File: config.mk
export PLATFORM = sky130hd
export DESIGN_NAME = nor_cmd_seq
export DESIGN_NICKNAME = d
export VERILOG_FILES = /design/src/rtl/nor_seq_pkg.sv /design/src/rtl/nor_wr_strobe.sv /design/src/rtl/nor_poll_rd.sv /design/src/rtl/nor_tmo.sv /design/src/rtl/nor_cmd_seq.sv
export SDC_FILE = /design/constraint.sdc
export NUM_CORES = 1
export LEC_CHECK = 0
export ABC_AREA = 1
export BUFFER_PORTS_ARGS = -buffer_cell sky130_fd_sc_hd__buf_2
export CAP_MARGIN = 20
export CORE_MARGIN = 10
export CORE_UTILIZATION = 48
export CTS_CLUSTER_SIZE = 25
export DETAILED_ROUTE_END_ITERATION = 7
export HOLD_SLACK_MARGIN = 0.02
export PLACE_DENSITY_LB_ADDON = 0.3
export SETUP_SLACK_MARGIN = 0.3
export SYNTH_ARGS = -nofsm -noshare
export SYNTH_HDL_FRONTEND = slang
export SYNTH_SLANG_ARGS = --single-unit
File: constraint.sdc
create_clock -name clk -period 4.4 [get_ports clk]
set_clock_uncertainty 0.05 [all_clocks]
set_input_delay 0.88 -clock clk [delete_from_list [all_inputs] [get_ports clk]]
set_output_delay 0.88 -clock clk [all_outputs]
set_load 0.005 [all_outputs]
File: src/rtl/nor_seq_pkg.sv
package nor_seq_pkg;

    typedef enum logic [1:0] {
        OP_NONE = 2'b00,
        OP_PROG = 2'b01,
        OP_SECT = 2'b10,
        OP_CHIP = 2'b11
    } op_e;

    typedef enum logic [2:0] {
        S_IDLE,
        S_CMD,
        S_CMD_WAIT,
        S_POLL,
        S_POLL_WAIT,
        S_FINISH
    } seq_st_e;

    typedef enum logic [1:0] {
        W_IDLE,
        W_SETUP,
        W_LOW,
        W_HIGH
    } wr_st_e;

    typedef enum logic [1:0] {
        P_IDLE,
        P_GAP,
        P_READ
    } rd_st_e;

    localparam logic [15:0] UNLK_ADR_A = 16'h5555;
    localparam logic [15:0] UNLK_ADR_B = 16'h2AAA;
    localparam logic [7:0]  UNLK_DAT_A = 8'hAA;
    localparam logic [7:0]  UNLK_DAT_B = 8'h55;
    localparam logic [7:0]  CMD_PROG   = 8'hA0;
    localparam logic [7:0]  CMD_ERASE  = 8'h80;
    localparam logic [7:0]  CMD_CHIP   = 8'h10;
    localparam logic [7:0]  CMD_SECT   = 8'h30;

endpackage

File: src/rtl/nor_wr_strobe.sv
module nor_wr_strobe
    import nor_seq_pkg::*;
#(
    parameter int ADDR_W   = 21,
    parameter int DATA_W   = 8,
    parameter int LOW_CYC  = 6,
    parameter int HIGH_CYC = 3
) (
    input  logic              clk,
    input  logic              rst_n,
    input  logic              start,
    input  logic [ADDR_W-1:0] addr_in,
    input  logic [DATA_W-1:0] data_in,
    output logic              act,
    output logic              done_p,
    output logic              cs_n,
    output logic              we_n,
    output logic              dq_oe,
    output logic [ADDR_W-1:0] addr,
    output logic [DATA_W-1:0] dq
);

    localparam int MAX_CYC = (LOW_CYC > HIGH_CYC) ? LOW_CYC : HIGH_CYC;
    localparam int CNT_W   = $clog2(MAX_CYC + 1);

    wr_st_e            st, st_nx;
    logic [CNT_W-1:0]  cnt;
    logic [ADDR_W-1:0] a_q;
    logic [DATA_W-1:0] d_q;

    always_ff @(posedge clk or negedge rst_n) begin
        if (!rst_n) begin
            st  <= W_IDLE;
            cnt <= '0;
            a_q <= '0;
            d_q <= '0;
        end else begin
            st <= st_nx;
            if (st_nx != st || st == W_IDLE) cnt <= '0;
            else                             cnt <= cnt + 1'b1;
            if (start && st == W_IDLE) begin
                a_q <= addr_in;
                d_q <= data_in;
            end
        end
    end

    always_comb begin
        st_nx = st;
        unique case (st)
            W_IDLE:  if (start) st_nx = W_SETUP;
            W_SETUP: st_nx = W_LOW;
            W_LOW:   if (cnt == CNT_W'(LOW_CYC - 1))  st_nx = W_HIGH;
            W_HIGH:  if (cnt == CNT_W'(HIGH_CYC - 1)) st_nx = W_IDLE;
            default: st_nx = W_IDLE;
        endcase
    end

    always_comb begin
        act    = (st != W_IDLE);
        cs_n   = (st == W_IDLE);
        we_n   = (st != W_LOW);
        dq_oe  = (st != W_IDLE);
        addr   = a_q;
        dq     = d_q;
        done_p = (st == W_HIGH) && (cnt == CNT_W'(HIGH_CYC - 1));
    end

    // independent run-length counter for the strobe-low width check
    logic [CNT_W:0] low_run;
    always_ff @(posedge clk or negedge rst_n) begin
        if (!rst_n)     low_run <= '0;
        else if (!we_n) low_run <= low_run + 1'b1;
        else            low_run <= '0;
    end

    AST_WR_HOLD: assert property (@(posedge clk) disable iff (!rst_n)
        (!we_n && $past(!we_n)) |-> ($stable(addr) && $stable(dq)));
    AST_WR_QUAL: assert property (@(posedge clk) disable iff (!rst_n)
        !we_n |-> (!cs_n && dq_oe));
    AST_WR_WIDTH: assert property (@(posedge clk) disable iff (!rst_n)
        $rose(we_n) |-> (low_run >= (CNT_W+1)'(LOW_CYC)));

endmodule

File: src/rtl/nor_poll_rd.sv
module nor_poll_rd
    import nor_seq_pkg::*;
#(
    parameter int ADDR_W  = 21,
    parameter int ACC_CYC = 12
) (
    input  logic              clk,
    input  logic              rst_n,
    input  logic              start,
    input  logic              abort,
    input  logic [ADDR_W-1:0] addr_in,
    input  logic              dq_msb,
    output logic              act,
    output logic              cs_n,
    output logic              oe_n,
    output logic [ADDR_W-1:0] addr,
    output logic              rd_valid,
    output logic              rd_msb
);

    localparam int CNT_W = $clog2(ACC_CYC + 1);

    rd_st_e            st, st_nx;
    logic [CNT_W-1:0]  cnt;
    logic [ADDR_W-1:0] a_q;
    logic              last_cyc;

    assign last_cyc = (st == P_READ) && (cnt == CNT_W'(ACC_CYC - 1));

    always_ff @(posedge clk or negedge rst_n) begin
        if (!rst_n) begin
            st       <= P_IDLE;
            cnt      <= '0;
            a_q      <= '0;
            rd_valid <= 1'b0;
            rd_msb   <= 1'b0;
        end else begin
            st <= st_nx;
            if (st_nx != st || st == P_IDLE) cnt <= '0;
            else                             cnt <= cnt + 1'b1;
            if (start && st == P_IDLE) a_q <= addr_in;
            rd_valid <= last_cyc && !abort;
            if (last_cyc) rd_msb <= dq_msb;
        end
    end

    always_comb begin
        st_nx = st;
        if (abort) begin
            st_nx = P_IDLE;
        end else begin
            unique case (st)
                P_IDLE:  if (start) st_nx = P_GAP;
                P_GAP:   st_nx = P_READ;
                P_READ:  if (last_cyc) st_nx = P_IDLE;
                default: st_nx = P_IDLE;
            endcase
        end
    end

    always_comb begin
        act  = (st != P_IDLE);
        cs_n = (st != P_READ);
        oe_n = (st != P_READ);
        addr = a_q;
    end

    // independent measure of the last output-enable low run
    logic [CNT_W:0] oe_run;
    logic           oe_n_q;
    always_ff @(posedge clk or negedge rst_n) begin
        if (!rst_n) begin
            oe_run <= '0;
            oe_n_q <= 1'b1;
        end else begin
            oe_n_q <= oe_n;
            if (!oe_n) oe_run <= oe_n_q ? (CNT_W+1)'(1) : oe_run + 1'b1;
        end
    end

    AST_RD_WINDOW: assert property (@(posedge clk) disable iff (!rst_n)
        rd_valid |-> (oe_run >= (CNT_W+1)'(ACC_CYC)));
    AST_RD_ADDR_HOLD: assert property (@(posedge clk) disable iff (!rst_n)
        (!oe_n && $past(!oe_n)) |-> $stable(addr));

endmodule

File: src/rtl/nor_tmo.sv
module nor_tmo #(
    parameter int W = 36
) (
    input  logic         clk,
    input  logic         rst_n,
    input  logic         clear,
    input  logic [W-1:0] limit,
    output logic         expired
);

    logic [W-1:0] cnt;

    assign expired = !clear && (cnt >= limit);

    always_ff @(posedge clk or negedge rst_n) begin
        if (!rst_n)        cnt <= '0;
        else if (clear)    cnt <= '0;
        else if (!expired) cnt <= cnt + 1'b1;
    end

    AST_TMO_CLEAR: assert property (@(posedge clk) disable iff (!rst_n)
        clear |=> (cnt == '0));

endmodule

File: src/rtl/nor_cmd_seq.sv
module nor_cmd_seq
    import nor_seq_pkg::*;
#(
    parameter int ADDR_W      = 21,
    parameter int DATA_W      = 8,
    parameter int CLK_NS      = 8,
    parameter int WE_LOW_NS   = 45,
    parameter int WE_HIGH_NS  = 20,
    parameter int RD_ACC_CYC  = 12,
    parameter int SECT_LSB    = 16,
    parameter int PROG_MAX_US = 300,
    parameter int SECT_MAX_US = 15_000_000,
    parameter int CHIP_MAX_US = 256_000_000
) (
    input  logic              clk,
    input  logic              rst_n,
    input  logic              req_valid,
    input  logic [1:0]        req_op,
    input  logic [ADDR_W-1:0] req_addr,
    input  logic [DATA_W-1:0] req_data,
    output logic              busy,
    output logic              done,
    output logic              err,
    output logic [ADDR_W-1:0] fl_addr,
    output logic [DATA_W-1:0] fl_dq_o,
    output logic              fl_dq_oe,
    input  logic [DATA_W-1:0] fl_dq_i,
    output logic              fl_cs_n,
    output logic              fl_we_n,
    output logic              fl_oe_n
);

    localparam int WE_LOW_CYC  = (WE_LOW_NS + CLK_NS - 1) / CLK_NS;
    localparam int WE_HIGH_CYC = (WE_HIGH_NS + CLK_NS - 1) / CLK_NS;

    localparam longint unsigned PROG_TMO = (longint'(PROG_MAX_US) * 1000 + CLK_NS - 1) / CLK_NS;
    localparam longint unsigned SECT_TMO = (longint'(SECT_MAX_US) * 1000 + CLK_NS - 1) / CLK_NS;
    localparam longint unsigned CHIP_TMO = (longint'(CHIP_MAX_US) * 1000 + CLK_NS - 1) / CLK_NS;
    localparam longint unsigned MAX_PS   = (PROG_TMO > SECT_TMO) ? PROG_TMO : SECT_TMO;
    localparam longint unsigned MAX_TMO  = (MAX_PS > CHIP_TMO) ? MAX_PS : CHIP_TMO;
    localparam int              TMO_W    = $clog2(MAX_TMO + 1);

    localparam logic [TMO_W-1:0] PROG_LIM = PROG_TMO[TMO_W-1:0];
    localparam logic [TMO_W-1:0] SECT_LIM = SECT_TMO[TMO_W-1:0];
    localparam logic [TMO_W-1:0] CHIP_LIM = CHIP_TMO[TMO_W-1:0];

    // ---------------- context and state ----------------
    seq_st_e           st, st_nx;
    op_e               op_q;
    logic [ADDR_W-1:0] addr_q;
    logic [DATA_W-1:0] data_q;
    logic [2:0]        step;
    logic              err_q;

    logic              accept;
    logic [2:0]        last_step;
    logic [ADDR_W-1:0] sect_base;
    logic [ADDR_W-1:0] step_addr;
    logic [DATA_W-1:0] step_data;
    logic [ADDR_W-1:0] poll_addr;
    logic              exp_msb;
    logic              match;
    logic              finish_err;

    logic              wr_start, wr_act, wr_done, wr_cs_n, wr_we_n, wr_dq_oe;
    logic [ADDR_W-1:0] wr_addr;
    logic [DATA_W-1:0] wr_dq;
    logic              rd_start, rd_abort, rd_act, rd_cs_n, rd_oe_n, rd_valid, rd_msb;
    logic [ADDR_W-1:0] rd_addr;
    logic              tmo_clear, tmo_exp;
    logic [TMO_W-1:0]  tmo_lim;

    logic unused_dq_bits;
    assign unused_dq_bits = ^fl_dq_i[DATA_W-2:0];

    assign accept    = (st == S_IDLE) && req_valid && (req_op != OP_NONE);
    assign last_step = (op_q == OP_PROG) ? 3'd3 : 3'd5;
    assign sect_base = {addr_q[ADDR_W-1:SECT_LSB], {SECT_LSB{1'b0}}};
    assign match     = rd_valid && (rd_msb == exp_msb);

    // ---------------- command step table ----------------
    always_comb begin
        step_addr = ADDR_W'(UNLK_ADR_A);
        step_data = DATA_W'(UNLK_DAT_A);
        unique case (step)
            3'd0: begin
                step_addr = ADDR_W'(UNLK_ADR_A);
                step_data = DATA_W'(UNLK_DAT_A);
            end
            3'd1, 3'd4: begin
                step_addr = ADDR_W'(UNLK_ADR_B);
                step_data = DATA_W'(UNLK_DAT_B);
            end
            3'd2: begin
                step_addr = ADDR_W'(UNLK_ADR_A);
                step_data = (op_q == OP_PROG) ? DATA_W'(CMD_PROG) : DATA_W'(CMD_ERASE);
            end
            3'd3: begin
                if (op_q == OP_PROG) begin
                    step_addr = addr_q;
                    step_data = data_q;
                end else begin
                    step_addr = ADDR_W'(UNLK_ADR_A);
                    step_data = DATA_W'(UNLK_DAT_A);
                end
            end
            3'd5: begin
                if (op_q == OP_CHIP) begin
                    step_addr = ADDR_W'(UNLK_ADR_A);
                    step_data = DATA_W'(CMD_CHIP);
                end else begin
                    step_addr = sect_base;
                    step_data = DATA_W'(CMD_SECT);
                end
            end
            default: begin
                step_addr = ADDR_W'(UNLK_ADR_A);
                step_data = DATA_W'(UNLK_DAT_A);
            end
        endcase
    end

    // ---------------- per-operation polling setup ----------------
    always_comb begin
        unique case (op_q)
            OP_PROG: begin
                poll_addr = addr_q;
                exp_msb   = data_q[DATA_W-1];
                tmo_lim   = PROG_LIM;
            end
            OP_SECT: begin
                poll_addr = sect_base;
                exp_msb   = 1'b1;
                tmo_lim   = SECT_LIM;
            end
            default: begin
                poll_addr = '0;
                exp_msb   = 1'b1;
                tmo_lim   = CHIP_LIM;
            end
        endcase
    end

    // ---------------- state register ----------------
    always_ff @(posedge clk or negedge rst_n) begin
        if (!rst_n) begin
            st     <= S_IDLE;
            op_q   <= OP_NONE;
            addr_q <= '0;
            data_q <= '0;
            step   <= '0;
            err_q  <= 1'b0;
        end else begin
            st <= st_nx;
            if (accept) begin
                op_q   <= op_e'(req_op);
                addr_q <= req_addr;
                data_q <= req_data;
                step   <= '0;
                err_q  <= 1'b0;
            end
            if (st == S_CMD_WAIT && wr_done && step != last_step)
                step <= step + 1'b1;
            if (st == S_POLL_WAIT && st_nx == S_FINISH)
                err_q <= finish_err;
        end
    end

    // ---------------- next state ----------------
    always_comb begin
        st_nx      = st;
        finish_err = 1'b0;
        unique case (st)
            S_IDLE:      if (accept) st_nx = S_CMD;
            S_CMD:       st_nx = S_CMD_WAIT;
            S_CMD_WAIT:  if (wr_done) st_nx = (step == last_step) ? S_POLL : S_CMD;
            S_POLL:      st_nx = S_POLL_WAIT;
            S_POLL_WAIT: begin
                if (match) begin
                    st_nx = S_FINISH;
                end else if (tmo_exp) begin
                    st_nx      = S_FINISH;
                    finish_err = 1'b1;
                end else if (rd_valid) begin
                    st_nx = S_POLL;
                end
            end
            S_FINISH:    st_nx = S_IDLE;
            default:     st_nx = S_IDLE;
        endcase
    end

    // ---------------- outputs ----------------
    always_comb begin
        busy      = (st != S_IDLE) && (st != S_FINISH);
        done      = (st == S_FINISH);
        err       = (st == S_FINISH) && err_q;
        wr_start  = (st == S_CMD);
        rd_start  = (st == S_POLL);
        rd_abort  = (st == S_POLL_WAIT) && tmo_exp && !match;
        tmo_clear = (st != S_POLL) && (st != S_POLL_WAIT);
        if (wr_act) begin
            fl_addr  = wr_addr;
            fl_dq_o  = wr_dq;
            fl_dq_oe = wr_dq_oe;
            fl_cs_n  = wr_cs_n;
            fl_we_n  = wr_we_n;
            fl_oe_n  = 1'b1;
        end else if (rd_act) begin
            fl_addr  = rd_addr;
            fl_dq_o  = '0;
            fl_dq_oe = 1'b0;
            fl_cs_n  = rd_cs_n;
            fl_we_n  = 1'b1;
            fl_oe_n  = rd_oe_n;
        end else begin
            fl_addr  = '0;
            fl_dq_o  = '0;
            fl_dq_oe = 1'b0;
            fl_cs_n  = 1'b1;
            fl_we_n  = 1'b1;
            fl_oe_n  = 1'b1;
        end
    end

    // ---------------- engines ----------------
    nor_wr_strobe #(
        .ADDR_W   (ADDR_W),
        .DATA_W   (DATA_W),
        .LOW_CYC  (WE_LOW_CYC),
        .HIGH_CYC (WE_HIGH_CYC)
    ) u_wr (
        .clk     (clk),
        .rst_n   (rst_n),
        .start   (wr_start),
        .addr_in (step_addr),
        .data_in (step_data),
        .act     (wr_act),
        .done_p  (wr_done),
        .cs_n    (wr_cs_n),
        .we_n    (wr_we_n),
        .dq_oe   (wr_dq_oe),
        .addr    (wr_addr),
        .dq      (wr_dq)
    );

    nor_poll_rd #(
        .ADDR_W  (ADDR_W),
        .ACC_CYC (RD_ACC_CYC)
    ) u_rd (
        .clk      (clk),
        .rst_n    (rst_n),
        .start    (rd_start),
        .abort    (rd_abort),
        .addr_in  (poll_addr),
        .dq_msb   (fl_dq_i[DATA_W-1]),
        .act      (rd_act),
        .cs_n     (rd_cs_n),
        .oe_n     (rd_oe_n),
        .addr     (rd_addr),
        .rd_valid (rd_valid),
        .rd_msb   (rd_msb)
    );

    nor_tmo #(
        .W (TMO_W)
    ) u_tmo (
        .clk     (clk),
        .rst_n   (rst_n),
        .clear   (tmo_clear),
        .limit   (tmo_lim),
        .expired (tmo_exp)
    );

    // ---------------- assertions ----------------
    AST_NO_BUS_FIGHT: assert property (@(posedge clk) disable iff (!rst_n)
        !fl_oe_n |-> (fl_we_n && !fl_dq_oe));
    AST_ENGINE_EXCL: assert property (@(posedge clk) disable iff (!rst_n)
        !(wr_act && rd_act));
    AST_DONE_PULSE: assert property (@(posedge clk) disable iff (!rst_n)
        done |=> !done);
    AST_DONE_NOT_BUSY: assert property (@(posedge clk) disable iff (!rst_n)
        done |-> (!busy && fl_cs_n && fl_oe_n && fl_we_n));
    AST_BUSY_HOLD: assert property (@(posedge clk) disable iff (!rst_n)
        busy |=> (busy || done));
    AST_ACCEPT: assert property (@(posedge clk) disable iff (!rst_n)
        (!busy && !done && req_valid && req_op != 2'b00) |=> busy);
    AST_IDLE_QUIET: assert property (@(posedge clk) disable iff (!rst_n)
        (!busy && !done) |-> (fl_we_n && fl_oe_n && !fl_dq_oe));
    AST_ERR_WITH_DONE: assert property (@(posedge clk) disable iff (!rst_n)
        err |-> done);

endmodule

# [Word level (Yosys, flattened, before mapping)]
# Cells that the tools add are included.
[totals] regBits=136 latchBits=0 ram_bits=0 romBits=0 in_bits=42 output_inout_bits=36 elab_cells=131 n_memories=0
[op_classes] n_addsub=4 mul=0 n_div=0 order_cmp=1 n_eq_ne=33 shift=0 mux=45 bitwise_logic=0 n_reduce_logical=32
[op_table] op="21-bit two-way mux" count=4
[op_table] op="35-bit two-way mux" count=2
[op_table] op="35-bit case mux with 2 select lines" count=1
[op_table] op="21-bit case mux with 3 select lines" count=1
[op_table] op="21-bit case mux with 2 select lines" count=1
[op_table] op="35-bit by 1-bit adder with 35-bit output, second input constant" count=1
[op_table] op="35-bit greater-or-equal comparator" count=1
[op_table] op="8-bit case mux with 4 select lines" count=1
[op_table] op="3-bit two-way mux" count=9
[op_table] op="3-bit == test, second input constant" count=6
[op_table] op="1-bit logical AND" count=17
[op_table] op="8-bit two-way mux" count=2
[op_table] op="3-bit by 2-bit == test with 1-bit output, second input constant" count=5
[op_table] op="3-bit case mux with 5 select lines" count=1
[op_table] op="2-bit two-way mux" count=7
[op_table] op="6-bit two-way mux" count=2
[op_table] op="1-bit two-way mux" count=11
[op_table] op="2-bit == test, second input constant" count=5
[op_table] op="2-bit nonzero test" count=5
[op_table] op="2-bit case mux with 4 select lines" count=1
[op_table] op="3-bit by 1-bit adder with 3-bit output, second input constant" count=2
[op_table] op="2-bit by 1-bit == test with 1-bit output, second input constant" count=3
[op_table] op="3-bit by 1-bit == test with 1-bit output, second input constant" count=2
[op_table] op="3-bit inequality test, second input constant" count=2
[op_table] op="other kinds (17)" count=23

# [Logic depth before layout (Yosys ltp)]
# Gate-level depths: netlist of run 1.
[logic_depth] depth_word=10 depth_mapped=20 mapped_depth_nobuf=19

# [Modules after synthesis]
# Synthesis of run 1 repeated with hierarchy kept, for this count alone.
[unflattened] cells_unflattened=1275 hier_area_um2=8996.1
[by_module_without_submodules] mod="nor_tmo" n_inst=1 cells_per_inst=603 area_each_um2=3753.6 seq_area_each_um2=875.8
[by_module_without_submodules] mod="nor_cmd_seq" n_inst=1 cells_per_inst=379 area_each_um2=2571.2 seq_area_each_um2=950.9
[by_module_without_submodules] mod="nor_wr_strobe" n_inst=1 cells_per_inst=161 area_each_um2=1452.6 seq_area_each_um2=850.8
[by_module_without_submodules] mod="nor_poll_rd" n_inst=1 cells_per_inst=132 area_each_um2=1218.7 seq_area_each_um2=725.7

# [Least setup slack after synthesis of run 1]
# Ideal clock, no wire load.
[synth_timing] path_kind="register to register" start="register op_q[0]" end="register u_tmo.cnt[27]" setup_ps=119 arrival_ps=2307 required_time_ps=4231 setup_slack_ps=1924 path_stages_with_launch=17 n_path_buf=2 period_less_slack_ps=2476 path_cell_list="dfrtp_1 inv_1 ha_1 inv_2 buf_6 ha_1 nand2_1 nor2_1 a21boi_0 nor2_1 nand2_1 nand2_2 nand2_4 inv_2 buf_4 nand4_1 o21ai_2"
[synth_via] elab_chain_cells=5 word_cells_on_any_way=6 classes_between="1 x order compare; 3 x eq/ne; 1 x mux; 1 x reduce/logical"
[synth_rtl] element="start: declaration" line="nor_cmd_seq.sv:49" rtl="op_e op_q;"
[synth_rtl] element="start signal: assignment" line="nor_cmd_seq.sv:156" rtl="op_q <= op_e'(req_op);"
[synth_rtl] element="2-bit == test or 2-bit by 1-bit == test with 1-bit output (tied branches)" line="nor_cmd_seq.sv:125" rtl="unique case (op_q)"
[synth_rtl] element="35-bit case mux with 2 select lines *" line="nor_cmd_seq.sv:125"
[synth_rtl] element="35-bit greater-or-equal comparator *" line="nor_tmo.sv:13" rtl="assign expired = !clear && (cnt >= limit);"
[synth_rtl] element="1-bit logical AND *" line="nor_tmo.sv:13"
[synth_rtl] element="2-bit by 1-bit inequality test with 1-bit output (no line) *"
[synth_rtl] element="end signal: assignment" line="nor_tmo.sv:18" rtl="else if (!expired) cnt <= cnt + 1'b1;"
[synth_rtl] element="end: declaration" line="nor_tmo.sv:11" rtl="logic [W-1:0] cnt;"
# Mark *: on every way between the ends. The rest lies on a longest branch, timed or not.
# A chain may end at the register's enable or synchronous reset.

# [Final worst setup path of run 1]
[layout_timing] start="register op_q[0]" end="register st[0]"
[layout_via] elab_chain_cells=7 word_cells_on_any_way=11 classes_between="1 x order compare; 3 x eq/ne; 5 x mux; 2 x reduce/logical"
[layout_rtl] element="2-bit == test or 2-bit by 1-bit == test with 1-bit output (tied branches)" line="nor_cmd_seq.sv:125"
[layout_rtl] element="35-bit case mux with 2 select lines" line="nor_cmd_seq.sv:125"
[layout_rtl] element="35-bit greater-or-equal comparator" line="nor_tmo.sv:13"
[layout_rtl] element="1-bit logical AND" line="nor_tmo.sv:13"
[layout_rtl] element="3-bit two-way mux" line="nor_cmd_seq.sv:181" rtl="end else if (tmo_exp) begin"
[layout_rtl] element="3-bit two-way mux *" line="nor_cmd_seq.sv:179" rtl="if (match) begin"
[layout_rtl] element="3-bit case mux with 5 select lines *" line="nor_cmd_seq.sv:173" rtl="unique case (st)"
[layout_rtl] element="named net st_nx[0]" line="nor_cmd_seq.sv:48" rtl="seq_st_e st, st_nx;"
[layout_rtl] element="end signal: assignment" line="nor_cmd_seq.sv:154" rtl="st <= st_nx;"
[layout_rtl] element="end: declaration" line="nor_cmd_seq.sv:48"
# The timed path passes the listed nets; every way through them passes the cells marked *.

==> flow_summary.ini, run 1 <==
[outcome]
outcome = completed

[final_layout]
utilization = 0.5628
multi_input_area_mm2 = 0.003739
area_delta_synth_final_pct = 14.49
layout.nets = 1154
diodes = 0
nFillCells = 1524
drive_gt1_frac = 0.1365
regArea_mm2 = 0.003403

[power]
powerDensity_mw_per_mm2 = 315.8
intPower_mw = 2.237
p_sw_frac = 0.2134
p_clk_frac = 0.545
p_sw_mw = 0.6069
pwr-share-comb = 0.015
leakage_nw = 4.276
power_frac_seq = 0.440
ir_worst_vdd_mv = 0.2346

[grt]
antenna_found_initial = 0
use_met1 = 0.2497
grt-ovfl-total = 0
met3_usage = 0.03205
top_usage_layer = met2
grt_max_degree = 110
grt_pass1_vias = 7007
grt_pass1_wl_um = 34850
met2_usage = 0.3247
grt_util_all_layers = 0.1952

[critical_path]
cp-end-kind = flip-flop
crit_arrival_ns = 3.75
critPathKind = flip-flop to flip-flop
cp-start-kind = flip-flop
cp_max_fo = 26
crit_required_ns = 4.65

[cts]
insertion_delay_ns = 0.43
cts_sinks = 136
ctsResizeCount = 0
cts_tree = yes
cts_hold_buffers = 0
cts_buffers = 17
root_buffer = clkbuf_16
post-cts-setup-buffer-count = 0
clk_pin_slew_ns = 0.06
cts_buffer_depth = 2
h-tree-depth = 4

[sta]
tightest_slew_ns = 1.019
report.final.slew_viol_count = 0
hold_ws_ns = 0.4214
hold_violations = 0
period_minus_slack_ns = 3.503
postLayoutSetupSlackWorst_ns = 0.8971
setup_viol = 0
tns_ns = 0
min_period_over_period = 0.7961
slew_headroom = 0.3208
rsz0062_at_grt = no
max_freq_mhz = 285.5

[flow_run]
drv_cap = 0

[logic_synthesis]
synth-seq-cells = 136
synth_flop_cell = dfrtp_1
yosysUniqueCellTypes = 43
syn_nets = 1093
syn_area_mm2 = 0.007865
synth_edf_count = 0
ys_seq_area_frac = 0.4327
synthArstFlopShare = 1.000
synth_warnings = 0
synth.most_common_cell = nand2_1
yosys.area.top_type = dfrtp_1
yosysTopAreaCellShare = 0.4327
yosys-top-cells-area = dfrtp_1 43%, nand2_1 11%, inv_1 6.6%, ha_1 6.5%, nor2_1 4.7%
avgSynthCellArea_um2 = 7.787
synth_common_cells = 232 x nand2_1, 139 x inv_1, 136 x dfrtp_1
netlist_instances = 1010

[floorplanning]
rows = 46
core_area_mm2 = 0.01600
die_w_um = 148.0
dieArea_mm2 = 0.02191
io_pins = 78
dieHeight_um = 148.0
initial_utilization = 0.4916

[placement]
hpwl_um = 14350
port_buffers = 70
pre_cts_ws_ns = 0.9526
gp_congestion = 0.9565

[route]
wl_um = 20960
drtAntennaViolNets = 0
route.detailed.drc = 0
drt-vias-per-instance = 5.363
first_pass_iters = 6
first_iter_violations = 626
routedWlPerCell_um = 16.12
dr_total_vias = 6972

[hold_path]
min_path_type = flip-flop to flip-flop
-- layout by cell type (no fill, tap or decap), drive strengths merged --
master / instances
mux2: 1
nor4: 3
bufinv: 4
o21a: 2
or2: 4
a21boi: 1
a21oi: 25
nand3b: 1
buf: 78
clkbuf: 20
nor4b: 1
a31oi: 8
xor2: 12
ha: 41
o21ai: 83
o211ai: 1
and3: 1
dfrtp: 136
clkinv: 4
nor3: 29
a22oi: 12
o22ai: 36
nand4: 26
clkinvlp: 1
nor2: 99
nand3: 57
xnor2: 2
o21bai: 2
inv: 147
nor3b: 3
o31ai: 5
a311oi: 1
nand2: 238
-- critical path: stages (launching register included) --
cell	delay [ns]
dfrtp_1	0.40
inv_1	0.09
ha_1	0.43
inv_2	0.37
ha_1	0.32
a21oi_1	0.13
o21ai_0	0.09
a21oi_1	0.15
nand2_1	0.07
nor2_1	0.17
nand2_4	0.25
nand2_4	0.42
nand2_1	0.13
a21oi_1	0.19
nand2_1	0.06
-- through the flow --
step / std cells / cell area, um2 / power [mW]
after floorplan: 1010 / 7865 / 1.275
after global routing: 1300 / 9005 / 2.921
after CTS: 1300 / 9005 / 2.858
final: 1300 / 9005 / 2.844
after global placement: 1268 / 8369 / 1.318
after detailed placement: 1268 / 8369 / 1.318
-- cell type report --
type,count,area share
tap,216,0.03001
multi-input combinational,694,0.4152
inverter,144,0.06002
clock inverter,12,0.02098
timing repair buffer,78,0.04627
clock buffer,20,0.04960
sequential,136,0.3779
-- registers in the layout, indices dropped and copies added (netlist names), 3 cells and up --
register,count
data_q,8
addr_q,21
u_wr.dq,8
st,3
u_rd.cnt,4
u_wr.cnt,3
step,3
u_rd.addr,21
u_tmo.cnt,35
u_wr.addr,21
-- metal layers --
metal  vias up  part of all wire  wire length [um]
met2       185              0.48             10150
met3        36             0.042               874
met4         0             0.021               433
li1       3443                 -                 -
met1      3308              0.45              9496
met5         -                 0                 0
-- worst paths after layout --
kind / startpoint / endpoint / slack [ns] / cells past startpoint
min reg2reg: data_q[3] / data_q[3] / 0.42 / 2
max reg2reg: op_q[0] / st[0] / 0.90 / 14
min in group asynchronous: rst_n / u_rd.cnt[2] / 0.52 / 1
max in group asynchronous: rst_n / u_wr.dq[5] / 2.93 / 2
min: data_q[3] / data_q[3] / 0.42 / 2
max: op_q[0] / st[0] / 0.90 / 14
-- power groups by stage --
stage	sequential, mW	clock [mW]	combinational, mW
2_1_floorplan	1.27	0	0.000795
3_3_place_gp	1.27	0	0.0434
3_5_place_dp	1.27	0	0.0438
4_1_cts	1.25	1.56	0.0438
5_1_grt	1.25	1.62	0.0479
6_report	1.25	1.55	0.0419
-- kinds of logic after synthesis --
logic type      count (synthesis)  share of synthesized area
simple gates                  462                     0.2563
buf+inv                       180                    0.09258
compound gates                176                     0.1362
flops                         136                     0.4327
fa+ha+maj                      41                    0.06522
xor+xnor                       14                    0.01559
mux                             1                   0.001432
Power figures use the tool's default switching activity.
==> inputs of run 2 (changes only) <==
clock period = 2.9 ns   (was 4.4 ns; I/O delays follow)
==> run 2 against run 1 <==
Effect of this change: die area stayed put; count of clock-buffer cells in the layout down 1; cell count is 1.5% higher; non-clock buffer count grew 20; combinational power up 61%; sequential power up 52%; critical endpoint is now u_tmo.cnt[19]; register-to-register slack lost 0.61 ns; worst hold slack worse by 0.35 ns; cell area is 4.3% higher; setup slack got worse by 0.61 ns; global-route usage up 0.32 points; highest routed layer unchanged.
==> flow_summary.ini, run 2 (same netlist as run 1, synthesis figures left out) <==
[outcome]
outcome = completed

[sta]
setup_viol = 0
tightest_slew_ns = 0.8095
max_freq_mhz = 383.4
hold_ws_ns = 0.06809
hold_violations = 0
tns_ns = 0
min_period_over_period = 0.8994
period_minus_slack_ns = 2.608
slew_headroom = 0.4583
report.final.slew_viol_count = 0
rsz0062_at_grt = yes

[cts]
cts_sinks = 136
cts_tree = yes
clk_pin_slew_ns = 0.06
cts_buffers = 17
cts_hold_buffers = 0
insertion_delay_ns = 0.43
cts_buffer_depth = 2
root_buffer = clkbuf_16
h-tree-depth = 4

[power]
ir_worst_vdd_mv = 0.3688
leakage_nw = 4.409
powerDensity_mw_per_mm2 = 441.6

[floorplanning]
initial_utilization = 0.4916
dieHeight_um = 148.0
core_area_mm2 = 0.01600
dieArea_mm2 = 0.02191
die_w_um = 148.0
rows = 46
io_pins = 78

[grt]
grt_max_degree = 60
antenna_found_initial = 0
grt-ovfl-total = 0
grt_util_all_layers = 0.1983
grt_pass1_wl_um = 35360
grt_pass1_vias = 7052

[final_layout]
top_register = u_tmo.cnt
nFillCells = 1494
diodes = 0
layout.nets = 1175
most-common-layout-cells = 228 x nand2_1, 136 x inv_1, 135 x dfrtp_1, 89 x nor2_1, 69 x buf_2
largest_reg_flops = 35
area_delta_synth_final_pct = 19.42
drive_gt1_frac = 0.1803
final_area_mm2 = 0.009393
final_common_cell = nand2_1

[critical_path]
cp_max_fo = 12
worstRegToRegCells = 15
crit_arrival_ns = 2.87
critPathKind = flip-flop to flip-flop
cp-startpoint = op_q[1]
crit_required_ns = 3.16
reg2reg_from = op_q[1]
cp-end-kind = flip-flop
cp-start-kind = flip-flop

[route]
wl_um = 22190
first_pass_iters = 7
drtAntennaViolNets = 0
routedWlPerCell_um = 16.81
first_iter_violations = 482
route.detailed.drc = 0
drt-vias-per-instance = 5.442
dr_total_vias = 7184

[hold_path]
min_path_type = primary input to async pin

[placement]
hpwl_um = 15130
port_buffers = 70
gp_congestion = 0.9099
placed_area_mm2 = 0.008497

[flow_run]
drv_cap = 0
run 2: layer usage:
metal  vias to the layer above  share of wire  wire length, um  GRT usage
met5                         -              0                0          0
met4                         0          0.014              309    0.05946
met3                        29          0.050             1109    0.03358
met2                       220           0.49            10850     0.3272
met1                      3441           0.45             9915     0.2601
li1                       3494              -                -          -
run 2: path summary, 6_finish.rpt:
kind / to / slack (ns)
max: u_tmo.cnt[19] / 0.29
min: u_rd.cnt[3] / 0.07
max reg2reg: u_tmo.cnt[19] / 0.29
min reg2reg: u_rd.cnt[0] / 0.41
max in group asynchronous: u_tmo.cnt[34] / 2.05
min in group clk: addr_q[17] / 0.30
run 2: timing repair:
item | 4_1_cts | 5_1_grt
buffers inserted | 4 | 3
gates cloned | 0 | 2
endpoints found under the hold margin | 0 | 0
pin swaps | 1 | 8
endpoints found under the setup margin | 38 | 44
resized for setup | 8 | 41
run 2: stage by stage:
step / setup WS [ns] / total power [mW] / utilization / instances
floorplan: 0.4236 / 1.935 / - / 1010
global placement: 0.1573 / 2.004 / 0.5310 / 1280
detailed placement: 0.1098 / 2.004 / 0.5310 / 1280
CTS: 0.3222 / 4.180 / 0.5721 / 1315
global route: 0.1779 / 4.268 / 0.5870 / 1320
finish: 0.2917 / 4.148 / 0.5870 / 1320
run 2: worst max-delay path, cell delays in order, from the launching register on:
cell,delay [ns]
dfrtp_2,0.45
ha_4,0.33
clkinvlp_4,0.21
ha_4,0.35
nand2_1,0.05
nand2_1,0.05
nand2_1,0.05
nand2_1,0.08
nand2_1,0.07
a21oi_2,0.19
nor2_4,0.06
nand2_8,0.11
nand2_4,0.10
buf_12,0.18
nand2_1,0.08
o21ai_2,0.05
run 2: power breakdown:
| group | internal, mW | leakage, nW | switching [mW] | total [mW] |
|---|---|---|---|---|
| Combinational | 0.0220 | 2.35 | 0.0453 | 0.0673 |
| Clock | 1.32 | 0.290 | 0.863 | 2.18 |
| Sequential | 1.90 | 1.76 | 0.000498 | 1.90 |
| Total | 3.24 | 4.41 | 0.909 | 4.15 |
run 2: cell type report:
class                      count  area, um2  area share
timing repair buffer          98      644.4     0.06860
sequential                   136       3405      0.3625
timing repair inverter         1      7.507   0.0007993
clock inverter                12      142.6     0.01519
clock buffer                  19      452.9     0.04822
multi-input combinational    694       3928      0.4181
inverter                     144      543.0     0.05781
tap                          216      270.3     0.02877
==> inputs of run 3 (changes only) <==
==> constraint.sdc (replaced) <==
create_clock -name clk -period 2.9 [get_ports clk]
set_clock_uncertainty 0.05 [all_clocks]
set_input_delay 0.435 -clock clk [delete_from_list [all_inputs] [get_ports clk]]
set_output_delay 0.435 -clock clk [all_outputs]
set_load 0.005 [all_outputs]
==> run 3 against run 2 <==
Effect of this change: core utilization increased by 0.99 points; cell count is 0.76% higher; count of clock-buffer cells in the layout shrank 2; worst hold slack better by 0.084 ns; register-to-register slack got worse by 0.03 ns; total power is 0.26% higher; clock power is essentially flat; die area did not move; critical endpoint is now u_tmo.cnt[23]; highest routed layer unchanged.
==> flow_summary.ini, run 3 (same netlist as run 1, synthesis figures left out) <==
[outcome]
outcome = completed

[critical_path]
cp_max_fo = 9
reg2reg_from = op_q[1]
worstRegToRegCells = 15
critPathKind = flip-flop to flip-flop
regToRegEndpoint = u_tmo.cnt[23]
cp-start-kind = flip-flop
cp-end-kind = flip-flop
rrSetupSlack_ns = 0.26
crit_arrival_ns = 2.91
crit_required_ns = 3.17

[hold_path]
whs_path_depth = 3
min_path_type = primary input to flip-flop
min_to = addr_q[18]
min_from = req_addr[18]

[cts]
insertion_delay_ns = 0.42
cts_buffers = 17
cts_tree = yes
cts_sinks = 136
cts_buffer_depth = 2
clk_pin_slew_ns = 0.06
h-tree-depth = 4
root_buffer = clkbuf_16

[sta]
slew_headroom = 0.4537
max_freq_mhz = 378.7
setup_viol = 0
period_minus_slack_ns = 2.641
report.final.slew_viol_count = 0
min_period_over_period = 0.9105
tightest_slew_ns = 0.8164
tns_ns = 0
hold_violations = 0
rsz0062_at_grt = yes
hold_ws_ns = 0.1523

[route]
drtAntennaViolNets = 0
route.detailed.drc = 0
dr_total_vias = 7198
first_iter_violations = 618
drt-vias-per-instance = 5.412
routedWlPerCell_um = 16.57
wl_um = 22040
first_pass_iters = 5

[grt]
grt-ovfl-total = 0
grt_pass1_vias = 6936
antenna_found_initial = 0
grt_pass1_wl_um = 35400
grt_max_degree = 72
grt_util_all_layers = 0.1983

[placement]
hpwl_um = 15000
gp_congestion = 0.9163
placed_area_mm2 = 0.008494
port_buffers = 70

[power]
ir_worst_vdd_mv = 0.3862
leakage_nw = 4.456
powerDensity_mw_per_mm2 = 435.3
total_power_mw = 4.158

[floorplanning]
dieHeight_um = 148.0
rows = 46
core_area_mm2 = 0.01600
die_w_um = 148.0
io_pins = 78
dieArea_mm2 = 0.02191
initial_utilization = 0.4916

[final_layout]
largest_reg_flops = 35
drive_gt1_frac = 0.1894
top_register = u_tmo.cnt
most-common-layout-cells = 222 x nand2_1, 135 x dfrtp_1, 134 x inv_1, 91 x nor2_1, 69 x buf_2
area_delta_synth_final_pct = 21.44
final_common_cell = nand2_1
diodes = 0
final_area_mm2 = 0.009552
layout.nets = 1185

[flow_run]
drv_cap = 0
==> run 3: cell type report <==
cell class	instances	area [um2]
repair buffers	108	812.0
repair inverters	1	7.507
multi-input cells	694	3916
clock buffers	17	425.4
inverters	144	550.5
flip-flops and latches	136	3405
well taps	216	270.3
clock inverters	14	165.2
fillers	1465	6449
==> run 3: timing repair <==
item                       4_1_cts  5_1_grt
hold buffers                     1        0
resized for setup                9       48
buffers inserted                 4        9
setup endpoints to repair       38       43
pin swaps                        1        6
hold endpoints to repair        65        0
gates cloned                     0        7
==> run 3: layer usage <==
metal  vias to the layer above  GRT usage  share of wire  wire length [um]
met1                      3428     0.2680           0.45              9948
met3                        31    0.03419          0.056              1240
li1                       3506          -              -                 -
met2                       233     0.3151           0.48             10500
met4                         0    0.06442          0.016               350
met5                         -          0              0                 0
==> run 3: how the worst max path moves through the flow <==
| stage | from | to | slack, ns | depth (start not counted) |
|---|---|---|---|---|
| 2_1_floorplan | op_q[0] | u_tmo.cnt[27] | 0.42 | 16 |
| 3_3_place_gp | op_q[0] | st[0] | 0.17 | 14 |
| 3_5_place_dp | op_q[0] | u_tmo.cnt[6] | 0.11 | 14 |
| 4_1_cts | op_q[0] | u_tmo.cnt[6] | 0.32 | 14 |
| 5_1_grt | op_q[0] | u_tmo.cnt[19] | 0.13 | 16 |
| 6_report | op_q[1] | u_tmo.cnt[23] | 0.26 | 15 |
==> run 3: report_power, final <==
part | total, mW | leakage, nW | switching (mW) | internal, mW
logic | 0.0686 | 2.41 | 0.0449 | 0.0237
registers | 1.90 | 1.76 | 0.000463 | 1.90
clock network | 2.19 | 0.283 | 0.907 | 1.28
total | 4.16 | 4.46 | 0.952 | 3.21
==> run 3: worst max-delay path: stages (launching register included) <==
cell and delay (ns):
dfrtp_2 0.45, ha_4 0.32, clkinvlp_4 0.20, ha_1 0.33, nand2_1 0.05, nor2_2 0.13, nand3_1 0.10, nor2_1 0.11
nand2_1 0.08, nand2_2 0.08, nor2_4 0.05, nand2_8 0.15, nand2_8 0.13, buf_12 0.18, nand2_2 0.07, o21ai_2 0.05
==> run 3: through the flow <==
step,std cells,worst slack [ns],utilization
2_1_floorplan,1010,0.4236,-
3_3_place_gp,1278,0.1653,0.5309
3_5_place_dp,1278,0.1101,0.5309
4_1_cts,1314,0.3220,0.5730
5_1_grt,1330,0.1310,0.5970
6_report,1330,0.2594,0.5970
